===== src/rtl/sclgen_pkg.sv =====
// Shared types and constants for the SCL period generator.
package sclgen_pkg;

    // Generator phase: idle (released), driving low, released and timing high.
    typedef enum logic [1:0] {
        PH_IDLE = 2'd0,
        PH_LOW  = 2'd1,
        PH_HIGH = 2'd2
    } phase_t;

    // Fixed cycle offset added to the programmed high count.
    localparam int HIGH_ADD = 8;

endpackage


===== src/rtl/sclgen_cfg_latch.sv =====
// Captures the selected count pair and the SDA hold on a start from idle.
// From them it derives the comparison limits that the phase logic uses.
// Assumes load is a single-cycle pulse issued only when the generator is idle.
module sclgen_cfg_latch
    import sclgen_pkg::*;
#(
    parameter int CW = 16,
    parameter int HW = 16
) (
    input  logic          clk,
    input  logic          rst_n,
    input  logic          load,
    input  logic          fast_sel,
    input  logic [CW-1:0] ss_hcnt,
    input  logic [CW-1:0] ss_lcnt,
    input  logic [CW-1:0] fs_hcnt,
    input  logic [CW-1:0] fs_lcnt,
    input  logic [HW-1:0] sda_hold,
    output logic [CW-1:0] lo_last,
    output logic [CW:0]   hi_last,
    output logic [CW:0]   hi_mid,
    output logic [CW-1:0] sda_at
);
    localparam int MW = (CW > HW) ? CW : HW;

    logic [CW-1:0] sel_hi;
    logic [CW-1:0] sel_lo;
    logic [MW-1:0] hold_x;
    logic [MW-1:0] lo_x;
    logic [CW-1:0] sda_pick;
    logic [CW:0]   hi_ext;

    // Pick the count pair for the requested speed.
    always_comb begin
        sel_hi = fast_sel ? fs_hcnt : ss_hcnt;
        sel_lo = fast_sel ? fs_lcnt : ss_lcnt;
    end

    // Bring hold and low count to a common width for the clamp.
    generate
        if (HW >= CW) begin : g_hold_wide
            assign hold_x = sda_hold;
            assign lo_x   = MW'(sel_lo);
        end else begin : g_hold_narrow
            assign hold_x = MW'(sda_hold);
            assign lo_x   = sel_lo;
        end
    endgenerate

    // Clamp the SDA strobe index to the last low cycle; derive high limits.
    always_comb begin
        sda_pick = (hold_x < lo_x) ? CW'(hold_x) : sel_lo;
        hi_ext   = {1'b0, sel_hi};
    end

    // Hold the derived limits for the whole burst.
    always_ff @(posedge clk) begin
        if (!rst_n) begin
            lo_last <= '0;
            hi_last <= '0;
            hi_mid  <= '0;
            sda_at  <= '0;
        end else if (load) begin
            lo_last <= sel_lo;
            hi_last <= hi_ext + (CW+1)'(HIGH_ADD - 1);
            hi_mid  <= (hi_ext + (CW+1)'(HIGH_ADD)) >> 1;
            sda_at  <= sda_pick;
        end
    end

endmodule


===== src/rtl/sclgen_phase.sv =====
// Phase sequencer and cycle counter. The low phase counts from the first
// driven-low cycle. The high phase counts only cycles with scl_in high, so
// stretching extends it. Assumes scl_in is already synchronised to clk.
module sclgen_phase
    import sclgen_pkg::*;
#(
    parameter int CW = 16
) (
    input  logic          clk,
    input  logic          rst_n,
    input  logic          run,
    input  logic          scl_in,
    input  logic [CW-1:0] lo_last,
    input  logic [CW:0]   hi_last,
    output phase_t        phase,
    output logic [CW:0]   cnt,
    output logic          load
);
    logic lo_done;
    logic hi_done;

    // Start request and end-of-phase conditions.
    always_comb begin
        load    = (phase == PH_IDLE) && run;
        lo_done = (cnt == {1'b0, lo_last});
        hi_done = scl_in && (cnt == hi_last);
    end

    // Advance phase and count.
    always_ff @(posedge clk) begin
        if (!rst_n) begin
            phase <= PH_IDLE;
            cnt   <= '0;
        end else begin
            unique case (phase)
                PH_IDLE: begin
                    cnt <= '0;
                    if (run) phase <= PH_LOW;
                end
                PH_LOW: begin
                    if (lo_done) begin
                        phase <= PH_HIGH;
                        cnt   <= '0;
                    end else begin
                        cnt <= cnt + 1'b1;
                    end
                end
                PH_HIGH: begin
                    if (hi_done) begin
                        phase <= run ? PH_LOW : PH_IDLE;
                        cnt   <= '0;
                    end else if (scl_in) begin
                        cnt <= cnt + 1'b1;
                    end
                end
                default: begin
                    phase <= PH_IDLE;
                    cnt   <= '0;
                end
            endcase
        end
    end

endmodule


===== src/rtl/sclgen_strobes.sv =====
// Decodes the SCL drive and the two timing strobes from phase and count.
// Assumes the count resets to zero at the start of each phase.
module sclgen_strobes
    import sclgen_pkg::*;
#(
    parameter int CW = 16
) (
    input  phase_t        phase,
    input  logic [CW:0]   cnt,
    input  logic          scl_in,
    input  logic [CW-1:0] sda_at,
    input  logic [CW:0]   hi_mid,
    output logic          scl_drive_low,
    output logic          sda_update,
    output logic          bit_sample
);
    // Output decode.
    always_comb begin
        scl_drive_low = (phase == PH_LOW);
        sda_update    = (phase == PH_LOW) && (cnt == {1'b0, sda_at});
        bit_sample    = (phase == PH_HIGH) && scl_in && (cnt == hi_mid);
    end

endmodule


===== src/rtl/scl_period_gen.sv =====
// Top level of the SCL period generator. Wires the configuration latch, the
// phase sequencer and the strobe decode. Assumes scl_in is synchronised.
module scl_period_gen
    import sclgen_pkg::*;
#(
    parameter int CW = 16,
    parameter int HW = 16
) (
    input  logic          clk,
    input  logic          rst_n,
    input  logic          run,
    input  logic          fast_sel,
    input  logic [CW-1:0] ss_hcnt,
    input  logic [CW-1:0] ss_lcnt,
    input  logic [CW-1:0] fs_hcnt,
    input  logic [CW-1:0] fs_lcnt,
    input  logic [HW-1:0] sda_hold,
    input  logic          scl_in,
    output logic          scl_drive_low,
    output logic          sda_update,
    output logic          bit_sample
);
    phase_t        phase;
    logic [CW:0]   cnt;
    logic          load;
    logic [CW-1:0] lo_last;
    logic [CW:0]   hi_last;
    logic [CW:0]   hi_mid;
    logic [CW-1:0] sda_at;

    sclgen_cfg_latch #(.CW(CW), .HW(HW)) cfg_i (
        .clk      (clk),
        .rst_n    (rst_n),
        .load     (load),
        .fast_sel (fast_sel),
        .ss_hcnt  (ss_hcnt),
        .ss_lcnt  (ss_lcnt),
        .fs_hcnt  (fs_hcnt),
        .fs_lcnt  (fs_lcnt),
        .sda_hold (sda_hold),
        .lo_last  (lo_last),
        .hi_last  (hi_last),
        .hi_mid   (hi_mid),
        .sda_at   (sda_at)
    );

    sclgen_phase #(.CW(CW)) phase_i (
        .clk     (clk),
        .rst_n   (rst_n),
        .run     (run),
        .scl_in  (scl_in),
        .lo_last (lo_last),
        .hi_last (hi_last),
        .phase   (phase),
        .cnt     (cnt),
        .load    (load)
    );

    sclgen_strobes #(.CW(CW)) strobe_i (
        .phase         (phase),
        .cnt           (cnt),
        .scl_in        (scl_in),
        .sda_at        (sda_at),
        .hi_mid        (hi_mid),
        .scl_drive_low (scl_drive_low),
        .sda_update    (sda_update),
        .bit_sample    (bit_sample)
    );

endmodule


===== config.mk =====
export PLATFORM = sky130hd
export DESIGN_NAME = scl_period_gen
export DESIGN_NICKNAME = d
export VERILOG_FILES = /design/src/rtl/sclgen_pkg.sv /design/src/rtl/sclgen_cfg_latch.sv /design/src/rtl/sclgen_phase.sv /design/src/rtl/sclgen_strobes.sv /design/src/rtl/scl_period_gen.sv
export SDC_FILE = /design/constraint.sdc
export NUM_CORES = 1
export LEC_CHECK = 0
export ABC_AREA = 1
export BUFFER_PORTS_ARGS = -buffer_cell sky130_fd_sc_hd__buf_2
export CORE_ASPECT_RATIO = 0.7
export CORE_MARGIN = 3
export CORE_UTILIZATION = 58
export DETAILED_ROUTE_END_ITERATION = 12
export PLACE_DENSITY = 0.83
export RECOVER_POWER = 100
export SLEW_MARGIN = 5
export SYNTH_ARGS = -nofsm -noshare
export SYNTH_HDL_FRONTEND = slang
export SYNTH_SLANG_ARGS = --single-unit

===== constraint.sdc =====
create_clock -name clk -period 3.15 [get_ports clk]
set_input_delay 0.1575 -clock clk [delete_from_list [all_inputs] [get_ports clk]]
set_output_delay 0.1575 -clock clk [all_outputs]
set_load 0.005 [all_outputs]

Word-level counts from Yosys, hierarchy flattened
Index checks and enable logic that the tools add are counted.
{"block": "op_classes", "addsub": 3, "n_lt_le_gt_ge": 1, "eq_ne": 10, "n_mux": 12, "n_reduce_logical": 7}
{"op": "== test 17 x 16 -> 1 bit", "count": 3}
{"op": "two-way mux 17 bit", "count": 3}
{"op": "two-way mux 16 bit", "count": 3}
{"op": "one-hot mux 17 bit (2 select lines)", "count": 1}
{"op": "adder 16 x 3 -> 17 bit (second input constant)", "count": 1}
{"op": "adder 16 x 4 -> 17 bit (second input constant)", "count": 1}
{"op": "adder 17 x 1 -> 17 bit (second input constant)", "count": 1}
{"op": "== test 17 bit", "count": 1}
{"op": "< comparator 16 bit", "count": 1}
{"op": "two-way mux 2 bit", "count": 3}
{"op": "one-hot mux 2 bit (3 select lines)", "count": 1}
{"op": "logical AND 1 bit", "count": 5}
{"op": "!= test 2 x 1 -> 1 bit (second input constant)", "count": 2}
{"op": "!= test 3 x 2 -> 1 bit (second input constant)", "count": 1}
{"op": "AND reduction 3 bit", "count": 1}
{"op": "== test 2 x 1 -> 1 bit (second input constant)", "count": 1}
{"op": "== test 2 bit (second input constant)", "count": 1}
{"op": "logical NOT 2 bit", "count": 1}
{"op": "!= test 2 bit (second input constant)", "count": 1}
{"op": "two-way mux 1 bit", "count": 1}
{"block": "word_totals", "register_bits": 84, "inputBits": 85, "out_inout_bits": 3}

Longest topological paths before layout
{"block": "depth", "word_depth": 4, "depth_mapped": 17, "mapped_depth_nobuf": 14}

By module
Synthesis repeated with hierarchy kept, for this count alone.
{"block": "unflattened", "hier_cells": 984, "area_unflattened_um2": 6414.9}
{"module": "sclgen_cfg_latch", "instances": 1, "cells_each": 550, "area_per_inst_um2": 3955.0, "seq_area_each_um2": 1301.2}
{"module": "sclgen_phase", "instances": 1, "cells_each": 321, "area_per_inst_um2": 1928.1, "seq_area_each_um2": 380.4}
{"module": "sclgen_strobes", "instances": 1, "cells_each": 113, "area_per_inst_um2": 531.8, "seq_area_each_um2": 0.0}

Worst setup path after synthesis
Ideal clock, no wire load.
{"block": "synth_path", "kind": "input to register", "from": "in fast_sel", "to": "reg cfg_i.sda_at[5]", "t_arrival_ns": 2.327, "required_time_ns": 3.018, "slack_ns": 0.690, "path_stages": 12, "path_buffers": 4, "path_cell_list": "buf_6 -> buf_6 -> buf_2 -> mux2i_1 -> ha_1 -> a21oi_1 -> o21ai_0 -> a21oi_2 -> clkbuf_1 -> nand3_1 -> nand3_1 -> a21oi_1"}
{"block": "synth_between", "elab_chain_cells": 3}
{"item": "from (decl)", "line_no": "scl_period_gen.sv:12", "source": "input logic fast_sel,"}
{"item": "two-way mux 16 bit (*)", "line_no": "sclgen_cfg_latch.sv:36", "source": "sel_lo = fast_sel ? fs_lcnt : ss_lcnt;"}
{"item": "< comparator 16 bit", "line_no": "sclgen_cfg_latch.sv:52", "source": "sda_pick = (hold_x < lo_x) ? CW'(hold_x) : sel_lo;"}
{"item": "two-way mux 16 bit (*)", "line_no": "sclgen_cfg_latch.sv:52"}
{"item": "to (signal assigned)", "line_no": "sclgen_cfg_latch.sv:67", "source": "sda_at <= sda_pick;"}
{"item": "to (decl)", "line_no": "sclgen_cfg_latch.sv:22", "source": "output logic [CW-1:0] sda_at"}
Mark *: on every way between the ends. The rest lies on a longest branch, timed or not.
A chain may end at the register's enable or synchronous reset.

Worst setup path after layout
{"block": "layout_path", "from": "in fast_sel", "to": "reg cfg_i.sda_at[0]"}
The elaborated chain is that of the path after synthesis.

==> results.cfg <==
[outcome]
outcome = finished clean

[route]
via_per_inst = 5.52
via_count = 5617
dr.pass1.iters = 8
first_iter_violations = 654
drc_errors = 0
wl_per_cell_um = 15.3
postRouteAntennaNets = 0
drt-total-wl_um = 15600

[pwr]
power_density_nw_per_um2 = 585
p_int_mw = 2.28
swShare = 0.382
clockPowerShare = 0.256
power_frac_seq = 0.392
leakage_nw = 2.97
vdd_drop_max_v = 0.000264
p_total_mw = 3.69
p_sw_mw = 1.41
comb_power_share = 0.352

[critical_path]
cp_common_cell = a21oi_1
crit_required_ps = 3350
path_class = input port to flip-flop
worstPathArrival_ps = 2800
cpPeakStageDelay_ps = 730
startpoint = fast_sel
slowest_stage = a21oi_1
cp_cell_sequence = buf_2 > mux2i_1 > ha_1 > a21oi_1 > o21ai_0 > a21oi_1 > buf_4 > nand3_1 > nand3_1 > a21oi_1
end_kind = flip-flop
cp_max_fo = 11
r2r-start = phase_i.phase[0]$_SDFFE_PN0P_
cp-start-kind = input port
rrSetupSlack_ps = 720

[min_path]
hold_path_class = input port to flip-flop
hp-start = ss_hcnt[2]

[logic_synthesis]
synth_area_um2 = 5660
synth_top_cell_by_area = dfxtp_1
synth_fp_nets = 929
synth.ff_latch_count = 84
ys_warn_count = 0
synth_top_area_frac = 0.297
synth_cell_types = 44
synthTopCellsByArea = dfxtp_1 (30%), nand2_1 (10%), nand3_1 (5.7%)
seq_area_frac_synth = 0.297
synthCells = 822
syn_avg_cell_area_um2 = 6.88

[finish]
drive_gt1_frac = 0.185
area_growth_pct = 11.6
fillers = 860
nNetsFinal = 998
insertedDiodeCount = 0

[timing]
max_freq_ghz = 0.384
hold_violations = 0
slew_headroom = 0.263
setup_violations = 0
final.setup_skew_ps = 8.13
tns_ps = 0
finalMaxSlewViolations = 0
min_period_over_period = 0.826
rsz0062_at_grt = false
worst_pin_slew_ps = 1100
post-route-min-period_ps = 2600

[cts]
clock_latency_ps = 350
cts_buffer_depth = 2
tritoncts = yes
cts_resized = 0
cts-root-buf = clkbuf_16
cts_setup_buffers = 0
cts_max_level = 3
cts_made_buffers = 9
clock_sinks = 84
clk_pin_slew_ps = 60
ctsHoldBuffers = 0

[global_routing]
grt_usage = 0.296
grt.overflow.total = 0
grt_pass1_wl_um = 25200
grt_max_degree = 52
antenna_found_initial = 0
grt_pass1_vias = 5075

[floorplan]
fp.dieW_um = 124
die_y_um = 88.6
core-area_um2 = 9290
ios = 88
rows = 29
initial_core_util = 0.609
dieArea_um2 = 11000

[flow_run]
cap_violations = 0

[placement]
io_buffers = 87
place_congestion = 0.944
hpwl_um = 11700
[routing by layer]
layer	track usage	wire length [um]	vias up
met5	0	0	-
met4	0.0716	160	0
met3	0.0812	1750	19
met2	0.413	6240	261
met1	0.448	7430	2521
li1	-	-	2816
[power groups by stage]
stage	sequential [mW]	combinational (mW)	clock, mW
final	1.45	1.30	0.946
after global routing	1.47	1.48	0.996
after CTS	1.44	1.30	0.950
after detailed placement	1.46	1.28	0
after global placement	1.46	1.26	0
after floorplan	1.40	0.989	0
[cell usage after synthesis (all sizes together)]
| cell | instances |
|---|---|
| o21bai | 2 |
| o21ai | 73 |
| a2111oi | 3 |
| dfxtp | 84 |
| ha | 22 |
| clkbuf | 16 |
| buf | 21 |
| o2111ai | 1 |
| o22ai | 7 |
| o211ai | 2 |
| nor3 | 7 |
| o221ai | 2 |
| clkinv | 2 |
| xor2 | 31 |
| or2 | 7 |
| a221oi | 5 |
| and3 | 1 |
| nand3 | 65 |
| nand2 | 174 |
| xnor2 | 18 |
| mux2i | 17 |
| a211oi | 1 |
| nor4 | 2 |
| nand4 | 8 |
| nor2 | 89 |
| inv | 99 |
| a31oi | 1 |
| a21oi | 62 |
[final timing paths]
| check | to | cells after the start |
|---|---|---|
| setup reg to reg | phase_i.cnt[1]$_SDFFE_PN0P_ | 8 |
| setup / recovery | cfg_i.sda_at[0]$_SDFFE_PN0P_ | 10 |
| hold / removal | cfg_i.hi_mid[1]$_SDFFE_PN0P_ | 3 |
| hold reg to reg | cfg_i.sda_at[4]$_SDFFE_PN0P_ | 2 |
[logic make-up (layout without fill, tap and decap cells)]
logic type / count (synthesis) / after routing / synth area share
flops: 84 / 84 / 0.297
fa+ha+maj: 22 / 22 / 0.0487
xor+xnor: 49 / 49 / 0.0759
buf+inv: 138 / 210 / 0.107
mux: 17 / 17 / 0.0307
compound gates: 159 / 159 / 0.156
simple gates: 353 / 353 / 0.285
[area by class of cell]
type	instances	area (um^2)	area share
clock buffer	9	225	0.0357
sequential	84	1680	0.266
inverter	101	384	0.0608
timing repair buffer	95	504	0.0798
multi-input combinational	600	3330	0.528
tap	124	155	0.0246
clock inverter	5	31.3	0.00495
[stage by stage]
step | area, um^2 | worst slack (ps) | util | cells | hold slack (ps)
after global placement | 6100 | 637 | 0.657 | 1004 | 459
after floorplan | 5660 | 690 | - | 822 | 355
after detailed placement | 6100 | 564 | 0.657 | 1004 | 464
final | 6310 | 549 | 0.680 | 1018 | 123
after global routing | 6310 | 334 | 0.680 | 1018 | 172
after CTS | 6360 | 891 | 0.684 | 1018 | 127
[cells in the final DEF (no fill, tap or decap), types with 3 or more instances in the layout]
cell / netlist / routed
a2111oi_0: 3 / 3
a21oi_1: 59 / 62
a221oi_1: 5 / 5
buf_2: 10 / 84
buf_4: 2 / 7
clkbuf_1: 16 / 3
clkbuf_16: 0 / 9
clkinv_1: 2 / 3
clkinv_2: 0 / 3
dfxtp_1: 84 / 84
ha_1: 22 / 22
inv_1: 84 / 86
inv_2: 14 / 11
mux2i_1: 16 / 16
nand2_1: 153 / 155
nand2_2: 17 / 15
nand2_4: 4 / 4
nand3_1: 64 / 64
nand4_1: 8 / 8
nor2_1: 64 / 69
nor2_2: 25 / 20
nor3_1: 5 / 6
o21ai_0: 59 / 65
o21ai_1: 11 / 6
o22ai_1: 7 / 7
or2_1: 4 / 4
or2_2: 3 / 3
xnor2_1: 18 / 18
xor2_1: 31 / 31
[critical path, delay by kind of cell]
kind	cells	cell delay (ps)
AOI/OAI and AO/OA	4	1040
buffers and inverters	2	580
muxes	1	460
adders and majority gates	1	330
and+or+nand+nor	2	220
[flip-flops by register name (all words and copies together), names as in the netlist]
signal,flops
cfg_i.hi_last,17
cfg_i.hi_mid,16
cfg_i.lo_last,16
cfg_i.sda_at,16
phase_i.cnt,17
phase_i.phase,2
(Power assumes the default switching activity.)
